<file path="config.mk">
export PLATFORM = sky130hd
export DESIGN_NAME = irpd_frame_decoder
export DESIGN_NICKNAME = d
export VERILOG_FILES = /design/src/rtl/irpd_pkg.sv /design/src/rtl/irpd_run_timer.sv /design/src/rtl/irpd_classifier.sv /design/src/rtl/irpd_frame_fsm.sv /design/src/rtl/irpd_frame_decoder.sv
export SDC_FILE = /design/constraint.sdc
export NUM_CORES = 1
export LEC_CHECK = 0
export BUFFER_PORTS_ARGS = -buffer_cell sky130_fd_sc_hd__buf_2
export CAP_MARGIN = 20
export CORE_MARGIN = 3
export CORE_UTILIZATION = 35
export DETAILED_ROUTE_END_ITERATION = 16
export PLACE_DENSITY_LB_ADDON = 0.1
export SLEW_MARGIN = 15
export SYNTH_ARGS = -nofsm -noshare
export SYNTH_HDL_FRONTEND = slang
export SYNTH_SLANG_ARGS = --single-unit
export TNS_END_PERCENT = 10
</file>
<file path="constraint.sdc">
create_clock -name clk -period 6.3 [get_ports clk]
set_input_delay 0.63 -clock clk [delete_from_list [all_inputs] [get_ports clk]]
set_output_delay 0.63 -clock clk [all_outputs]
set_load 0.01 [all_outputs]
</file>
<file path="src/rtl/irpd_pkg.sv">
package irpd_pkg;

   // Duration classes produced by the classifier; NONE means no window matched.
   typedef enum logic [2:0] {
      BIN_NONE   = 3'd0,
      BIN_HMARK  = 3'd1,
      BIN_HSPACE = 3'd2,
      BIN_BMARK  = 3'd3,
      BIN_ZERO   = 3'd4,
      BIN_ONE    = 3'd5
   } irpd_bin_e;

   localparam int unsigned NUM_BINS = 5;

   // Frame sequencer states.
   typedef enum logic [1:0] {
      ST_IDLE   = 2'd0,
      ST_HSPACE = 2'd1,
      ST_BMARK  = 2'd2,
      ST_BSPACE = 2'd3
   } irpd_state_e;

   function automatic int unsigned umax(input int unsigned a, input int unsigned b);
      return (a > b) ? a : b;
   endfunction

endpackage

</file>
<file path="src/rtl/irpd_run_timer.sv">
module irpd_run_timer #(
   parameter int unsigned RUN_MAX = 48,
   parameter int unsigned CNT_W   = 6
) (
   input  logic             clk,
   input  logic             rst_n,
   input  logic             rx_n,
   output logic             edge_seen,
   output logic             run_was_mark,
   output logic [CNT_W-1:0] run_len,
   output logic             overrun
);

   localparam logic [CNT_W-1:0] CNT_SAT  = CNT_W'(RUN_MAX);
   localparam logic [CNT_W-1:0] CNT_LAST = CNT_W'(RUN_MAX - 1);

   logic             lvl_q;
   logic [CNT_W-1:0] cnt_q;

   // A run ends in the cycle where the sampled level differs from the stored one.
   assign edge_seen    = (rx_n != lvl_q);
   assign run_was_mark = ~lvl_q;
   assign run_len      = cnt_q;
   assign overrun      = ~edge_seen && (cnt_q == CNT_LAST);

   always_ff @(posedge clk or negedge rst_n) begin
      if (!rst_n) begin
         lvl_q <= 1'b1;
         cnt_q <= CNT_SAT;
      end else begin
         lvl_q <= rx_n;
         if (edge_seen) begin
            cnt_q <= CNT_W'(1);
         end else if (cnt_q != CNT_SAT) begin
            cnt_q <= cnt_q + CNT_W'(1);
         end
      end
   end

endmodule

</file>
<file path="src/rtl/irpd_classifier.sv">
module irpd_classifier
   import irpd_pkg::*;
#(
   parameter int unsigned HM_LO = 200500,
   parameter int unsigned HM_HI = 203500,
   parameter int unsigned HS_LO = 195000,
   parameter int unsigned HS_HI = 200000,
   parameter int unsigned BM_LO = 25000,
   parameter int unsigned BM_HI = 28000,
   parameter int unsigned ZS_LO = 45000,
   parameter int unsigned ZS_HI = 50000,
   parameter int unsigned OS_LO = 97000,
   parameter int unsigned OS_HI = 100000,
   parameter int unsigned CNT_W = 18
) (
   input  logic [CNT_W-1:0] run_len,
   input  logic             run_was_mark,
   output irpd_bin_e        bin_o
);

   localparam int unsigned LO_T [NUM_BINS] = '{HM_LO, HS_LO, BM_LO, ZS_LO, OS_LO};
   localparam int unsigned HI_T [NUM_BINS] = '{HM_HI, HS_HI, BM_HI, ZS_HI, OS_HI};
   // Bit k set: window k applies to marks (low level), else to spaces.
   localparam logic [NUM_BINS-1:0] MARK_SEL = 5'b00101;

   logic [NUM_BINS-1:0] hit;

   for (genvar k = 0; k < NUM_BINS; k++) begin : g_win
      if (LO_T[k] + 1 >= HI_T[k]) begin : g_empty
         $error("irpd_classifier: window %0d has no cycle strictly inside it", k);
      end
      if (HI_T[k] >= (1 << CNT_W)) begin : g_wide
         $error("irpd_classifier: window %0d exceeds the counter range", k);
      end
      assign hit[k] = (run_was_mark == MARK_SEL[k]) &&
                      (run_len > CNT_W'(LO_T[k])) &&
                      (run_len < CNT_W'(HI_T[k]));
   end

   always_comb begin
      bin_o = BIN_NONE;
      for (int k = NUM_BINS - 1; k >= 0; k--) begin
         if (hit[k]) begin
            bin_o = irpd_bin_e'(3'(k + 1));
         end
      end
   end

endmodule

</file>
<file path="src/rtl/irpd_frame_fsm.sv">
module irpd_frame_fsm
   import irpd_pkg::*;
#(
   parameter int unsigned ADDR_W = 4,
   parameter int unsigned CMD_W  = 8
) (
   input  logic              clk,
   input  logic              rst_n,
   input  logic              edge_seen,
   input  logic              overrun,
   input  irpd_bin_e         bin_i,
   output logic              frame_vld,
   output logic              frame_err,
   output logic [ADDR_W-1:0] addr,
   output logic [CMD_W-1:0]  cmd
);

   localparam int unsigned FRAME_BITS = 2 * (ADDR_W + CMD_W);
   localparam int unsigned BITCNT_W   = $clog2(FRAME_BITS + 1);
   localparam logic [BITCNT_W-1:0] NB_FULL = BITCNT_W'(FRAME_BITS);

   irpd_state_e           st_q, st_d;
   logic [FRAME_BITS-1:0] sr_q, sr_d;
   logic [BITCNT_W-1:0]   nb_q, nb_d;
   logic                  vld_q, vld_d, err_q, err_d;
   logic [ADDR_W-1:0]     addr_q, addr_d;
   logic [CMD_W-1:0]      cmd_q, cmd_d;

   // Field slices of the completed shift register, first-received bit on top.
   logic [ADDR_W-1:0] f_addr, f_addr_inv;
   logic [CMD_W-1:0]  f_cmd, f_cmd_inv;
   logic              inv_ok;

   assign f_addr     = sr_q[FRAME_BITS-1 -: ADDR_W];
   assign f_cmd      = sr_q[FRAME_BITS-ADDR_W-1 -: CMD_W];
   assign f_addr_inv = sr_q[CMD_W +: ADDR_W];
   assign f_cmd_inv  = sr_q[0 +: CMD_W];
   assign inv_ok     = (f_addr_inv == ~f_addr) && (f_cmd_inv == ~f_cmd);

   always_comb begin
      st_d   = st_q;
      sr_d   = sr_q;
      nb_d   = nb_q;
      vld_d  = 1'b0;
      err_d  = 1'b0;
      addr_d = addr_q;
      cmd_d  = cmd_q;
      if (edge_seen) begin
         unique case (st_q)
            ST_IDLE: begin
               if (bin_i == BIN_HMARK) begin
                  st_d = ST_HSPACE;
               end
            end
            ST_HSPACE: begin
               if (bin_i == BIN_HSPACE) begin
                  st_d = ST_BMARK;
                  nb_d = '0;
               end else begin
                  st_d  = ST_IDLE;
                  err_d = 1'b1;
               end
            end
            ST_BMARK: begin
               if (bin_i != BIN_BMARK) begin
                  st_d  = ST_IDLE;
                  err_d = 1'b1;
               end else if (nb_q == NB_FULL) begin
                  st_d = ST_IDLE;
                  if (inv_ok) begin
                     vld_d  = 1'b1;
                     addr_d = f_addr;
                     cmd_d  = f_cmd;
                  end else begin
                     err_d = 1'b1;
                  end
               end else begin
                  st_d = ST_BSPACE;
               end
            end
            ST_BSPACE: begin
               if (bin_i == BIN_ZERO || bin_i == BIN_ONE) begin
                  sr_d = {sr_q[FRAME_BITS-2:0], (bin_i == BIN_ONE)};
                  nb_d = nb_q + BITCNT_W'(1);
                  st_d = ST_BMARK;
               end else begin
                  st_d  = ST_IDLE;
                  err_d = 1'b1;
               end
            end
            default: st_d = ST_IDLE;
         endcase
      end else if (overrun && st_q != ST_IDLE) begin
         st_d  = ST_IDLE;
         err_d = 1'b1;
      end
   end

   always_ff @(posedge clk or negedge rst_n) begin
      if (!rst_n) begin
         st_q   <= ST_IDLE;
         sr_q   <= '0;
         nb_q   <= '0;
         vld_q  <= 1'b0;
         err_q  <= 1'b0;
         addr_q <= '0;
         cmd_q  <= '0;
      end else begin
         st_q   <= st_d;
         sr_q   <= sr_d;
         nb_q   <= nb_d;
         vld_q  <= vld_d;
         err_q  <= err_d;
         addr_q <= addr_d;
         cmd_q  <= cmd_d;
      end
   end

   assign frame_vld = vld_q;
   assign frame_err = err_q;
   assign addr      = addr_q;
   assign cmd       = cmd_q;

endmodule

</file>
<file path="src/rtl/irpd_frame_decoder.sv">
module irpd_frame_decoder
   import irpd_pkg::*;
#(
   parameter int unsigned HM_LO  = 200500,
   parameter int unsigned HM_HI  = 203500,
   parameter int unsigned HS_LO  = 195000,
   parameter int unsigned HS_HI  = 200000,
   parameter int unsigned BM_LO  = 25000,
   parameter int unsigned BM_HI  = 28000,
   parameter int unsigned ZS_LO  = 45000,
   parameter int unsigned ZS_HI  = 50000,
   parameter int unsigned OS_LO  = 97000,
   parameter int unsigned OS_HI  = 100000,
   parameter int unsigned ADDR_W = 4,
   parameter int unsigned CMD_W  = 8
) (
   input  logic              clk,
   input  logic              rst_n,
   input  logic              rx_n,
   output logic              frame_vld,
   output logic              frame_err,
   output logic [ADDR_W-1:0] addr,
   output logic [CMD_W-1:0]  cmd
);

   localparam int unsigned RUN_MAX = umax(umax(umax(HM_HI, HS_HI), umax(BM_HI, ZS_HI)), OS_HI);
   localparam int unsigned CNT_W   = $clog2(RUN_MAX + 1);

   if (ADDR_W < 1 || CMD_W < 1) begin : g_bad_fields
      $error("irpd_frame_decoder: field widths must be at least one bit");
   end
   if (ZS_HI > OS_LO || OS_HI > HS_LO || BM_HI > HM_LO) begin : g_bad_order
      $error("irpd_frame_decoder: duration windows overlap or are out of order");
   end

   logic             edge_seen, run_was_mark, overrun;
   logic [CNT_W-1:0] run_len;
   irpd_bin_e        bin;

   irpd_run_timer #(
      .RUN_MAX (RUN_MAX),
      .CNT_W   (CNT_W)
   ) u_timer (
      .clk          (clk),
      .rst_n        (rst_n),
      .rx_n         (rx_n),
      .edge_seen    (edge_seen),
      .run_was_mark (run_was_mark),
      .run_len      (run_len),
      .overrun      (overrun)
   );

   irpd_classifier #(
      .HM_LO (HM_LO), .HM_HI (HM_HI),
      .HS_LO (HS_LO), .HS_HI (HS_HI),
      .BM_LO (BM_LO), .BM_HI (BM_HI),
      .ZS_LO (ZS_LO), .ZS_HI (ZS_HI),
      .OS_LO (OS_LO), .OS_HI (OS_HI),
      .CNT_W (CNT_W)
   ) u_class (
      .run_len      (run_len),
      .run_was_mark (run_was_mark),
      .bin_o        (bin)
   );

   irpd_frame_fsm #(
      .ADDR_W (ADDR_W),
      .CMD_W  (CMD_W)
   ) u_fsm (
      .clk       (clk),
      .rst_n     (rst_n),
      .edge_seen (edge_seen),
      .overrun   (overrun),
      .bin_i     (bin),
      .frame_vld (frame_vld),
      .frame_err (frame_err),
      .addr      (addr),
      .cmd       (cmd)
   );

endmodule

</file>
==> results summary <==
From bottom edge to top edge, the die measures 107 microns. The post-synthesis instance area is 3570 sq um. The total routing usage reported by global routing came out at 0.146. Counting I/O delays and the setup requirement, the final critical path takes 3.21 ns. The number of nets at the end of the flow came out at 357. For this configuration, the core starts out at a cell density of 0.362.

The setup fix buffers added after clock tree synthesis is 0. The share of post-route cells with drive strength above 1 is 0.265. The largest individual stage delay along the critical path comes from the cell nand3_1. The sequential area share after synthesis came out at 0.453. The final number of max-transition violations came out at 0. The number of clock buffers added by TritonCTS is 9. The post-synth net total came out at 347.

The maximum clock skew at final layout is approximately 0.02 ns. Entering global routing, the biggest net connects 65 pins. Dividing total power by cell area gives a power density of 256 nW/um^2.

The share of Yosys cell area claimed by the top area cell type came out at 0.372. The worst setup path is captured at a flop. The tree is rooted in a clkbuf_8. In the synthesized netlist the dominant register cell turns out to be dfrtp_1. The number of antenna violations at the first check in global routing came out at 0. The die covers 11400 sq um. The worst setup path category is flop to flop. The count of max-cap constraint violations came out at 0. The count of distinct cell types in the synthesized netlist is 56. The synthesized design spends more area on one cell type than any other, namely dfrtp_1. The most numerous cell type found on the critical path is nor3_1.

For this design the static power due to leakage is 0.00178 uW. The tightest min-delay check is of the primary input to flop type. The maximum fanout along the worst path is 22. The number of synthesized flops with an enable pin is 0. The flow ran to the end, and the final reports show no timing, DRC or antenna violations. The clock passes through at most 2 buffers. Of all flip-flops after synthesis, the portion carrying an async set or reset was 1.00. The number of standard cells after synthesis came out at 340.

The actual slew at the worst max-slew pin came out at 1.08 ns. The number of antenna diodes in the final layout is 0. The number of iterations in the first detailed-routing pass is 4. After detailed routing, the number of vias per cell comes to approximately 5.2. The largest voltage drop on the vdd net came out at 0.129 mV.

The core utilization of the finished layout is 0.398. The core box area is 9860 sq um. The number of hold buffers added after cts is 0. The detailed router finished its first iteration with around 200 violations. At the later pin of the worst-skew pair, clock insertion delay measures 0.36 ns.

TritonCTS built the clock tree. In this run the horizontal extent of the chip is 107 microns. The number of endpoints failing setup at the final stage came out at 0. Setup repair after global routing left no endpoint under its margin. Traced cell by cell, the critical path runs through nand4_1 -> nor3_1 -> nor3b_1 -> nor3_1 -> a21o_1 -> nand3_1 -> mux2_2. The total I/O pin count came out at 17. The remaining global-route overflow came out at 0. The synthesis warning total is 0. The hold violation count in the final report came out at 0. The required time of the critical path came out at 6.54 ns. The routed layout has 2525 vias. The longest individual stage delay on the worst path is ~0.75 ns.

The clock-pin slew reported for the worst setup and hold paths after clock tree synthesis came out at 0.09 ns. The sink count of the clock tree is 64. By area the synthesized netlist is led by dfrtp_1 37%, mux2_2 11%, dfstp_2 8.1%. The peak clock frequency supported by timing is 312 MHz. The weighted congestion at the end of routability-driven global placement came out at 0.851.

The sort of element at the start of the critical path is a flop. The total number of placement rows is 36. The remaining antenna violation count after routing is 0. Once detailed placement completed, the half-perimeter wirelength came to 5100 microns. Data arrives at the worst endpoint at 3.45 ns. Counting flops and latches in the post-synthesis netlist gives 64. The routed wire length is 7410 microns.

The H-tree depth reported by CTS came out at 3. In this run the tool buffered the top-level ports with 16 buffer cells. The number of gates resized after CTS was 0. The first global-routing pass estimated 13100 microns of wire.

The number of design rule violations left after detail routing is 0. The final worst-path cycle share came out at 0.509. The post-synthesis average cell area came out at 10.5 sq um. In this run the tightest slew margin relative to its limit is 0.278. The sum of negative setup slack is 0 ns. In the final routed layout, each cell accounts on average for roughly 15 microns.

The area growth from synthesis to final layout is 9.89%. The number of global-route vias before repair came out at ~2.6k.
## state kept, by name, summed over array words and instances (netlist names)
| name | flops |
|---|---|
| u_fsm.st_q | 2 |
| u_fsm.addr | 4 |
| u_timer.lvl_q | 1 |
| u_fsm.cmd | 8 |
| u_fsm.frame_err | 1 |
| u_fsm.nb_q | 5 |
| u_timer.run_len | 18 |
| u_fsm.sr_q | 24 |
| u_fsm.frame_vld | 1 |
## cell usage in the layout, fill, tap and decap left out, types with 5 or more instances in the layout
master and instances:
dfstp_2 11, a31oi_1 5, clkbuf_8 9, nor2_1 33, buf_2 16, nor3_1 10, mux2_2 35, o21ai_0 12
inv_1 10, nand3_1 15, xnor2_1 8, nand4b_1 5, xor2_1 20, dfrtp_1 53, a21oi_1 14, nand4_1 9
nand2_1 20
## worst max-delay path: cells and delay by family (launching register included)
family             cells  cell delay (ns)
AOI/OAI and AO/OA      1             0.17
DFF                    1             0.67
muxes                  1             0.58
and+or+nand+nor        5             1.65
## logic make-up (layout without fill, tap and decap cells)
logic type | Yosys count | count (layout) | synth area share
AND/OR/NAND/NOR | 123 | 123 | 0.195
buffers and inverters | 30 | 45 | 0.0568
adder cells (fa/ha/maj) | 4 | 4 | 0.0140
multiplexers | 36 | 36 | 0.113
flip-flops | 64 | 64 | 0.453
AO/OA/AOI/OAI | 55 | 55 | 0.0996
XOR/XNOR | 28 | 28 | 0.0687
## metal layers
layer	vias to the layer above	share of wire	wire length [microns]	global-route usage
met2	27	0.45	3330	0.219
li1	1246	-	-	-
met4	0	0.0085	63	0.0475
met3	7	0.035	259	0.0446
met5	-	0	0	0
met1	1245	0.51	3760	0.202
## stage by stage
stage	hold slack (ns)	area, sq um	power, uW	std cells	setup WS [ns]
detailed placement	0.492	3670	561	472	3.06
CTS	0.376	3920	1020	488	3.03
finish	0.396	3920	1000	488	3.09
global placement	0.483	3670	560	472	3.11
global route	0.373	3920	1060	488	2.76
floorplan	0.334	3570	528	340	3.94
## cell usage after synthesis, types with 3 or more instances
| library cell | n |
|---|---|
| a31oi_1 | 5 |
| o211ai_1 | 4 |
| buf_2 | 5 |
| nor3b_1 | 4 |
| inv_1 | 10 |
| a21o_1 | 3 |
| nand2b_1 | 3 |
| nand4_1 | 9 |
| xnor2_1 | 8 |
| dfstp_2 | 11 |
| a21oi_1 | 14 |
| ha_1 | 4 |
| nor2_1 | 33 |
| o21ai_0 | 12 |
| clkbuf_8 | 5 |
| dfrtp_1 | 53 |
| nand4b_1 | 5 |
| nand2_1 | 20 |
| buf_4 | 5 |
| nor3_1 | 10 |
| mux2_2 | 35 |
| xor2_1 | 20 |
| nand3_1 | 15 |
## cell type report
class / instances / area [sq um]
well taps: 133 / 166
clock inverters: 7 / 125
clock buffers: 9 / 124
fillers: 963 / 5940
inverters: 10 / 37.5
repair buffers: 19 / 103
multi-input cells: 246 / 1750
flip-flops and latches: 64 / 1620
## path summary, 6_finish.rpt
path / startpoint / endpoint / slack, ns / cells past startpoint
min reg2reg: u_fsm.cmd[2] / u_fsm.cmd[2] / 0.50 / 1
min in group asynchronous: rst_n / u_timer.run_len[1] / 0.41 / 2
max reg2reg: u_timer.run_len[9] / u_fsm.sr_q[10] / 3.09 / 7
max: u_timer.run_len[9] / u_fsm.sr_q[10] / 3.09 / 7
max in group asynchronous: rst_n / u_timer.run_len[13] / 5.30 / 2
min: rx_n / u_timer.lvl_q / 0.40 / 1
## power by group
group | switching, uW | internal, uW
combinational | 54.6 | 37.1
sequential | 26.4 | 433
clock | 184 | 268
total | 265 | 738
No activity file was read; power rests on OpenSTA's default activity.
